$ cat config.mk
export PLATFORM = sky130hd
export DESIGN_NAME = predecode_window
export DESIGN_NICKNAME = d
export VERILOG_FILES = /design/src/rtl/predecode_window.sv
export SDC_FILE = /design/constraint.sdc
export NUM_CORES = 1
export LEC_CHECK = 0
export BUFFER_PORTS_ARGS = -buffer_cell sky130_fd_sc_hd__buf_2
export CAP_MARGIN = 20
export CORE_MARGIN = 5
export CORE_UTILIZATION = 55
export CTS_CLUSTER_SIZE = 28
export DETAILED_ROUTE_END_ITERATION = 8
export PLACE_DENSITY = 0.85
export SLEW_MARGIN = 20
export SYNTH_ARGS = -nofsm -noshare
export SYNTH_HDL_FRONTEND = slang
export SYNTH_SLANG_ARGS = --single-unit
$ cat constraint.sdc
create_clock -name clk -period 39.7 [get_ports clk]
set_input_delay 5.955 -clock clk [delete_from_list [all_inputs] [get_ports clk]]
set_output_delay 5.955 -clock clk [all_outputs]
set_load 0.03 [all_outputs]
$ cat src/rtl/predecode_window.sv
module predecode_window #(
  parameter int WIN       = 16,
  parameter int LANES     = 6,
  parameter int LCP_STALL = 2
) (
  input  logic                   clk,
  input  logic                   rst_n,
  input  logic                   flush,
  input  logic                   blk_valid,
  input  logic                   blk_tid,
  input  logic [WIN-1:0]         blk_start,
  input  logic [WIN-1:0]         blk_lcp,
  input  logic                   blk_span,
  input  logic [$clog2(WIN)-1:0] blk_spill,
  output logic                   blk_ready,
  output logic                   fetch_slot,
  input  logic                   iq_stall,
  output logic [LANES-1:0]       out_valid,
  output logic [LANES*$clog2(WIN)-1:0] out_off,
  output logic [LANES*$clog2(WIN)-1:0] out_len,
  output logic [LANES-1:0]       out_span,
  output logic                   out_tid
);
  localparam int OW = $clog2(WIN);
  localparam int SW = $clog2(LCP_STALL + 2);
  localparam int CW = $clog2(LANES + 1);

  logic           held, htid, hspan, hl_lcp, head_v, head_lcp;
  logic [WIN-1:0] smask, rem, lcpm;
  logic [OW-1:0]  hl_off, head_off, head_len;
  logic [1:0]     pend_v, pend_lcp;
  logic [OW-1:0]  pend_off [2];
  logic [SW-1:0]  stall_cnt;

  logic [OW-1:0]    lenv [WIN];
  logic [OW-1:0]    g_off [LANES];
  logic [OW-1:0]    g_len [LANES];
  logic [LANES-1:0] g_vld;
  logic [WIN-1:0]   take;
  logic             g_lcp;
  logic [CW-1:0]    cnt;
  logic [OW-1:0]    lastpos;

  always_comb begin
    for (int i = 0; i < WIN; i++) begin
      lenv[i] = OW'(WIN - i);
      for (int j = WIN - 1; j > i; j--)
        if (smask[j]) lenv[i] = OW'(j - i);
    end
  end

  always_comb begin
    cnt = '0;
    g_lcp = 1'b0;
    g_vld = '0;
    take = '0;
    for (int l = 0; l < LANES; l++) begin
      g_off[l] = '0;
      g_len[l] = '0;
    end
    if (head_v) begin
      g_vld[0] = 1'b1;
      g_off[0] = head_off;
      g_len[0] = head_len;
      g_lcp = head_lcp;
      cnt = CW'(1);
    end
    for (int i = 0; i < WIN; i++) begin
      if (rem[i] && cnt < CW'(LANES) && !g_lcp) begin
        g_vld[cnt] = 1'b1;
        g_off[cnt] = OW'(i);
        g_len[cnt] = lenv[i];
        take[i] = 1'b1;
        g_lcp = lcpm[i];
        cnt = cnt + 1'b1;
      end
    end
  end

  always_comb begin
    lastpos = '0;
    for (int i = 0; i < WIN; i++)
      if (blk_start[i]) lastpos = OW'(i);
  end

  logic emit_en, finish, accept, byp, src_v, src_lcp;
  logic [OW-1:0] src_off;

  assign emit_en    = held && stall_cnt == '0 && !iq_stall && !flush;
  assign finish     = emit_en && (rem & ~take) == '0;
  assign blk_ready  = (!held || finish) && !flush;
  assign accept     = blk_valid && blk_ready && (blk_tid == fetch_slot);
  assign byp        = finish && hspan && (htid == blk_tid);
  assign src_v      = byp || pend_v[blk_tid];
  assign src_off    = byp ? hl_off : pend_off[blk_tid];
  assign src_lcp    = byp ? hl_lcp : pend_lcp[blk_tid];

  assign out_valid = emit_en ? g_vld : '0;
  assign out_span  = LANES'(emit_en && head_v);
  assign out_tid   = htid;
  always_comb
    for (int l = 0; l < LANES; l++) begin
      out_off[l*OW +: OW] = g_off[l];
      out_len[l*OW +: OW] = g_len[l];
    end

  always_ff @(posedge clk or negedge rst_n) begin
    if (!rst_n) begin
      fetch_slot <= 1'b0;
      held <= 1'b0; htid <= 1'b0; hspan <= 1'b0; hl_lcp <= 1'b0; hl_off <= '0;
      smask <= '0; rem <= '0; lcpm <= '0;
      head_v <= 1'b0; head_lcp <= 1'b0; head_off <= '0; head_len <= '0;
      pend_v <= '0; pend_lcp <= '0; pend_off[0] <= '0; pend_off[1] <= '0;
      stall_cnt <= '0;
    end else begin
      fetch_slot <= ~fetch_slot;
      if (flush) begin
        held <= 1'b0;
        head_v <= 1'b0;
        pend_v <= '0;
        stall_cnt <= '0;
      end else begin
        if (stall_cnt != '0) stall_cnt <= stall_cnt - 1'b1;
        else if (emit_en && g_lcp) stall_cnt <= SW'(LCP_STALL);
        if (emit_en) begin
          rem <= rem & ~take;
          head_v <= 1'b0;
        end
        if (finish) begin
          held <= 1'b0;
          if (hspan) begin
            pend_v[htid] <= 1'b1;
            pend_off[htid] <= hl_off;
            pend_lcp[htid] <= hl_lcp;
          end
        end
        if (accept) begin
          held <= 1'b1;
          htid <= blk_tid;
          smask <= blk_start;
          lcpm <= blk_lcp;
          hspan <= blk_span;
          hl_off <= lastpos;
          hl_lcp <= blk_lcp[lastpos];
          rem <= blk_span ? (blk_start & ~(WIN'(1) << lastpos)) : blk_start;
          head_v <= src_v;
          head_off <= src_off;
          head_len <= OW'(WIN - int'(src_off) + int'(blk_spill));
          head_lcp <= src_lcp;
          pend_v[blk_tid] <= 1'b0;
        end
      end
    end
  end
endmodule

==> summary.md, run 1 <==
The run finished with clean final reports. The highest clock rate was 49.4 MHz. The routed layout has 13200 vias. The logs give 1907 for the count of fill cells added during filler insertion and 55.8% for the initial core utilization. The worst-case clock buffer depth was 2. The final cell utilization of the core came out at 60.7%. After layout, the worst path uses 51.0% of the clock period. In this run the post-CTS setup repair buffer count came out at 0. The mean post-synth cell area was 7.35 um2.

TritonCTS built the clock tree. Cell seen most often among critical-path stages: ha_1. The congestion estimate from routability-driven global placement came to 1.11. For this run, the number of Yosys warnings is 0.

The net count of the finished layout is 1657. The post-route netlist has 16.9% of its cells at a drive strength greater than 1. Measured against its own limit, the worst slew margin works out to 25.5%. The run gives 0 ps as the setup TNS. After layout, the worst setup slack is 19440 ps.

Setup repair after global routing left no endpoint under its margin. Counting flops with a built-in enable in the synthesized netlist gives 0. Counting the buffers created by CTS gives 9. Timing analysis after detailed placement gives a worst setup slack of 20270 ps. The area growth from synthesis to layout is 8.92%. Clock skew on the completed layout was measured at 5.67 ps. The slew at the pin with the worst max-slew slack was 1110 ps. The clock reaches the later pin of the worst-skew pair after 340 ps. The critical path data required time came out at 33740 ps. After synthesis the netlist holds a flip-flop and latch count of 80. Entering global routing, the biggest net connects 81 pins. The largest total area in the synthesized netlist belongs to dfrtp_1. In this design, the stage delay of the slowest critical-path cell is 980 ps. Worst hold slack: 465 ps. For the row count, the log shows 52. Clock tree synthesis selected as its root buffer the cell clkbuf_16. Number of routed nets with antenna violations: 0.

The worst setup path is launched from a register. The total congestion overflow after global routing was 0; the DRC marker count from the first detailed-route iteration was 2027. Worst min-delay path class: reg2reg.

Dividing the detail-routed via count by the number of cells gives 7.05. The worst path needs 20260 ps of the cycle, external delays included. Horizontal extent of the die: 153 um. After clock tree synthesis, the clock-pin slew on the worst setup and hold paths is 60 ps. The area share of the largest cell type after synthesis is 17.8%. In this run the number of H-tree levels came out at 3.

Of all nets on the critical path, the largest fanout is 23. The wire length per cell is 23.7 um. The tools report the instance count of the mapped netlist as 1530. The via count of the first global-routing pass is 12300, and the first-pass GRT wire length is 69.1 mm. The number of primary I/O pins is 106.

The max-slew violation count is 0, and the post-DP HPWL is 35.0 mm. Data arrives at the worst endpoint at 14310 ps. Summing the sequential cell areas from Yosys gives 17.8% of the chip area.

The total area inside the core boundary comes to 20200 um2. The number of input and output port buffers inserted is 100. The total routing resource utilization after global routing is 36.2%, and the number of different library cells in the post-synthesis netlist is 106. The commonest register cell after synthesis was dfrtp_1. The die covers 23400 um2. The run gives 0 as the diode insertion count for antenna repair.

The critical path is of the reg2out type. Hold repair after CTS inserted 0 buffers. For the final hold violation count, the log shows 0. In the synthesized netlist the async set-or-reset flop fraction comes to 100%.

The first detailed-routing pass ran for 8 iterations. The tools report the number of gates resized after CTS as 0. The cell with the biggest individual delay on the critical path is o41ai_1. Count of final setup violators: 0. The initial antenna violation count is 0, and the height of the die is 153 um. Wires add up to 44.4 mm. The cell area that synthesis handed to floorplanning was 11200 um2.

Counting every sink on the clock net gives 80. The run gives 0 as the remaining design rule violation count. After synthesis, the cell types taking the most area are dfrtp_1, mux2i_1, mux2_2. The tool flagged a number of max-cap violations equal to 0. Kind of capture point of the worst setup path: an output port.
-- sequential cells by signal, indices dropped and copies added (netlist names), 2 cells and up --
| register | count |
|---|---|
| head_len | 4 |
| pend_lcp | 2 |
| pend_off | 8 |
| rem | 16 |
| lcpm | 16 |
| head_off | 4 |
| hl_off | 4 |
| pend_v | 2 |
| stall_cnt | 2 |
| smask | 15 |
-- per-layer routing --
layer  GRT usage, %  vias to the layer above  part of all wire (%)
met5              0                        -                     0
met4           14.4                        0                   4.0
met3           7.12                      137                    12
met2           54.9                      964                    43
met1           50.8                     6210                    41
li1               -                     5885                     -
-- final cells by class --
type,count,area [um2],area share (%)
multi-input combinational,1315,8680,70.8
sequential,80,2000,16.3
timing repair buffer,120,648,5.29
tap,270,338,2.76
inverter,71,267,2.18
clock buffer,10,229,1.87
clock inverter,6,90.1,0.735
-- worst max-delay path, delay by kind of cell, from the launching register on --
kind	cells	cell delay (ps)
and+or+nand+nor	18	4180
DFF	1	780
muxes	2	380
xor gates and xnor gates	3	1470
AOI/OAI and AO/OA	8	3090
adders and majority gates	9	2950
buffers and inverters	9	1080
-- stage by stage --
step / instance area, um2 / instances
after detailed placement: 11900 / 1855
after global routing: 12200 / 1872
after CTS: 12200 / 1871
final: 12200 / 1872
after floorplan: 11300 / 1534
after global placement: 11900 / 1854
-- Yosys cell counts (all sizes together), types with 8 or more instances --
master / n
a22oi: 8
o211a: 9
nand3: 65
buf: 25
o221ai: 8
nand2b: 18
clkbuf: 43
and3: 27
nor4: 15
nor2: 161
dfrtp: 80
or2: 17
a31oi: 21
inv: 71
o31ai: 13
nand2: 171
o22ai: 15
mux2: 79
a21boi: 8
nand4: 14
o21ai: 132
nor3b: 8
nor3: 60
a211oi: 49
a21oi: 90
a21o: 15
nor2b: 10
and2: 19
or3: 10
ha: 16
o211ai: 37
xnor2: 13
mux2i: 91
-- cell usage in the layout, fill, tap and decap left out, types with 16 or more instances in the layout --
cell        n
nand3_1    65
and3_1     23
o211ai_1   34
buf_2     101
buf_4      19
nand2_1   169
nor3_1     56
mux2i_1    88
inv_1      69
a21oi_1    87
nor2_1    160
ha_1       16
nand2b_1   18
and2_1     19
mux2_2     58
a31oi_1    21
o21ai_0   119
dfrtp_1    80
a211oi_1   43
-- worst paths after layout --
path / start / end / slack, ps / cells after the start
worst max-delay path: head_v$_DFFE_PN0P_ / out_len[23] / 19440 / 49
worst min-delay path: fetch_slot$_DFF_PN0_ / fetch_slot$_DFF_PN0_ / 470 / 1
worst max register to register: head_v$_DFFE_PN0P_ / head_len[3]$_DFFE_PN0P_ / 24870 / 55
worst min register to register: fetch_slot$_DFF_PN0_ / fetch_slot$_DFF_PN0_ / 470 / 1
max in group asynchronous: rst_n / lcpm[7]$_DFFE_PN0P_ / 33250 / 1
min in group asynchronous: rst_n / held$_DFFE_PN0P_ / 5760 / 1
-- kinds of logic (layout without fill, tap and decap cells) --
kind of cell / count (synthesis) / count (layout) / share of synthesized area (%)
buf+inv: 139 / 207 / 5.34
mux: 170 / 170 / 16.6
other cells: 1 / 5 / 0.0333
xor+xnor: 19 / 19 / 1.85
simple gates: 618 / 618 / 26.6
fa+ha+maj: 17 / 17 / 1.96
compound gates: 486 / 486 / 29.8
flops: 80 / 80 / 17.8
Power of run 1 is not shown: default switching activity piles up to over one toggle a cycle in this logic, so the estimate is an artifact.
==> run 2, diff against run 1 <==
--- a/config.mk
+++ b/config.mk
@@ -11,7 +11,7 @@
 export CORE_UTILIZATION = 55
 export CTS_CLUSTER_SIZE = 28
 export DETAILED_ROUTE_END_ITERATION = 8
-export PLACE_DENSITY = 0.85
+export PLACE_DENSITY = 0.88
 export SLEW_MARGIN = 20
 export SYNTH_ARGS = -nofsm -noshare
 export SYNTH_HDL_FRONTEND = slang
==> constraint.sdc (replaced) <==
create_clock -name clk -period 18.2 [get_ports clk]
set_input_delay 2.73 -clock clk [delete_from_list [all_inputs] [get_ports clk]]
set_output_delay 2.73 -clock clk [all_outputs]
set_load 0.03 [all_outputs]
==> run 2 against run 1 <==
Clock skew barely moved. Global-route usage is 0.51 points lower. Final cell count shrank 0.21%. Critical endpoint is now out_off[11]. Largest cell class unchanged. Highest routed layer unchanged.
==> summary.md, run 2 (synthesis gave the netlist of run 1 again) <==
106 I/O pins were placed. Of all nets on the critical path, the largest fanout is 23. The arrival time at the worst endpoint came out at 14370 ps. The largest individual stage delay along the critical path comes from the cell o41ai_1. The worst hold slack came out at 480 ps.

The critical path in this run is classified as reg2out. The run gives 81 as the largest net degree at the start of global routing. For hold timing, the worst endpoint is fetch_slot$_DFF_PN0_. The tools report the launching element type of the critical path as a register. Clock tree root driver cell: clkbuf_16.

Derived from the worst setup path, the maximum achievable clock frequency is 58.5 MHz. The layout has 1856 filler cells. The number of cells on the worst reg-to-reg path is 57.

In this run the critical register-to-register path is captured at head_len[3]$_DFFE_PN0P_. Max-cap violations in this run came to 0. The first global-routing pass estimated 68.7 mm of wire. On the worst path, the slowest cell contributes a delay of 890 ps.

Horizontal extent of the die: 153 um. In this run, placement finished with an instance count of 1851. The clock input transition at the sequential cells of the worst setup and hold paths was 70 ps; the diode insertion count for antenna repair was 0.

After the flow finishes, the layout carries non-filler instances totaling 1868. For the worst setup path, the data required time is 15470 ps. The cell depth of the worst min-delay path works out to 1. The initial utilization of the core area, before any placement, comes to 55.8%. The DRC marker count from the first detailed-route iteration is 1913, and the worst setup slack after placement is 1810 ps.

The run gives 43.5 mm as the overall routed net length. In the routed design, unresolved DRC markers number 0. Headroom to the max-slew limit came out at 18.7%. The clock passes through at most 2 buffers. The logs give 1.10 for the weighted congestion at the end of routability-driven global placement and 13300 for the total via count after detailed routing. Between clock sinks in the finished design, the worst skew comes to 5.36 ps.

The max-slew violation count is 0, and the wire length per cell is 23.3 um. The number of clock buffers added by TritonCTS is 9. The die covers 23400 um2. For the clock latency at the later pin of the worst-skew pair, the log shows 340 ps. In the layout the commonest cells are nand2_1, nor2_1, o21ai_0. For the worst setup margin, the log shows 1100 ps. For this design, the CTS-stage hold fixing added 0 buffers. In the final layout, the registers with the most flip-flops are lcpm x16, rem x16, smask x15. The die is 153 um tall. The setup TNS was 0 ps; the total routing resource utilization after global routing was 35.7%. The worst setup path is captured at an output port. Summed over all nets, the half-perimeter wirelength after detailed placement is 34.4 mm.

The region available for standard cell placement spans 20200 um2. Setup violations remaining at the end of the flow were counted as 0. In this design, the critical path's most frequently occurring cell is ha_1.

The slew at the pin with the worst max-slew slack is 1210 ps. The run gives 3290 ps as the minimum setup slack among reg-to-reg paths. The total congestion overflow after global routing came out at 0. For the net total in the final layout, the log shows 1653. After clock tree synthesis, the setup repair step added 0 buffers. The initial antenna violation count was 0; the length of the first detailed-routing pass in iterations was 6. From synthesis to final layout, the design area changed by 8.46%. The via count of the first global-routing pass was 12500; the share of the clock period used by the worst path was 93.9%.

The H-tree was split into 3 levels. Worst min-delay path class: reg2reg. The number of input and output port buffers inserted was 100; the final hold violation count was 0. TritonCTS built the clock tree. The flow ran to the end, and the final reports show no timing, DRC or antenna violations.

The worst hold path begins at fetch_slot$_DFF_PN0_. The proportion of layout cells with a drive suffix above 1 was 16.8%; the row count was 52. Dividing the detail-routed via count by the number of cells gives 7.11.

The startpoint identified for the worst register-to-register timing path is head_v$_DFFE_PN0P_. The final critical delay including setup and external delays is 17100 ps, and the count of clock tree sinks is 80. Setup repair after global routing left no endpoint under its margin. In this run, post-CTS repair resized a total of 0 instances. In this run the remaining antenna-violating nets after routing total 0. Leaving out fill and tap cells, the most frequent cell in the layout is nand2_1.
[run 2: per-layer routing]
layer / wire length [um] / share of wire, % / vias to the layer above / GRT usage, %
li1: - / - / 5874 / -
met1: 17500 / 40 / 6224 / 50.1
met2: 18700 / 43 / 1025 / 54.2
met3: 5320 / 12 / 158 / 6.30
met4: 2050 / 4.7 / 0 / 15.1
met5: 0 / 0 / - / 0
[run 2: metrics by stage]
stage,instance area [um2],utilization (%)
6_report,12200,60.5
5_1_grt,12200,60.5
4_1_cts,12200,60.4
3_5_place_dp,11900,58.9
3_3_place_gp,11900,58.9
2_1_floorplan,11300,-
[run 2: worst max-delay path: cells and delay by family (launching register included)]
kind	cells	cell delay (ps)
fa+ha+maj	10	3410
buf+inv	10	1230
simple gates	17	3920
flops	1	780
xor+xnor	2	990
mux	1	320
compound gates	11	3340
[run 2: how the worst max path moves through the flow]
stage | from | to | slack [ps]
6_report | head_v$_DFFE_PN0P_ | out_off[11] | 1100
5_1_grt | head_v$_DFFE_PN0P_ | out_valid[2] | 50
4_1_cts | head_v$_DFFE_PN0P_ | out_len[19] | 1420
3_5_place_dp | head_v$_DFFE_PN0P_ | out_len[19] | 1810
3_3_place_gp | head_v$_DFFE_PN0P_ | out_len[23] | 2450
2_1_floorplan | rem[0]$_DFFE_PN0P_ | out_len[19] | 3690
[run 2: layout make-up]
class                           count  area (um2)  share of cell area (%)
Clock inverter                      7        61.3                   0.503
Clock buffer                        9         225                    1.85
Sequential cell                    80        2000                    16.4
Inverter                           71         267                    2.19
Timing Repair Buffer              116         624                    5.12
Multi-Input combinational cell   1315        8680                    71.2
Tap cell                          270         338                    2.77
Power of run 2 is left out for the same reason.
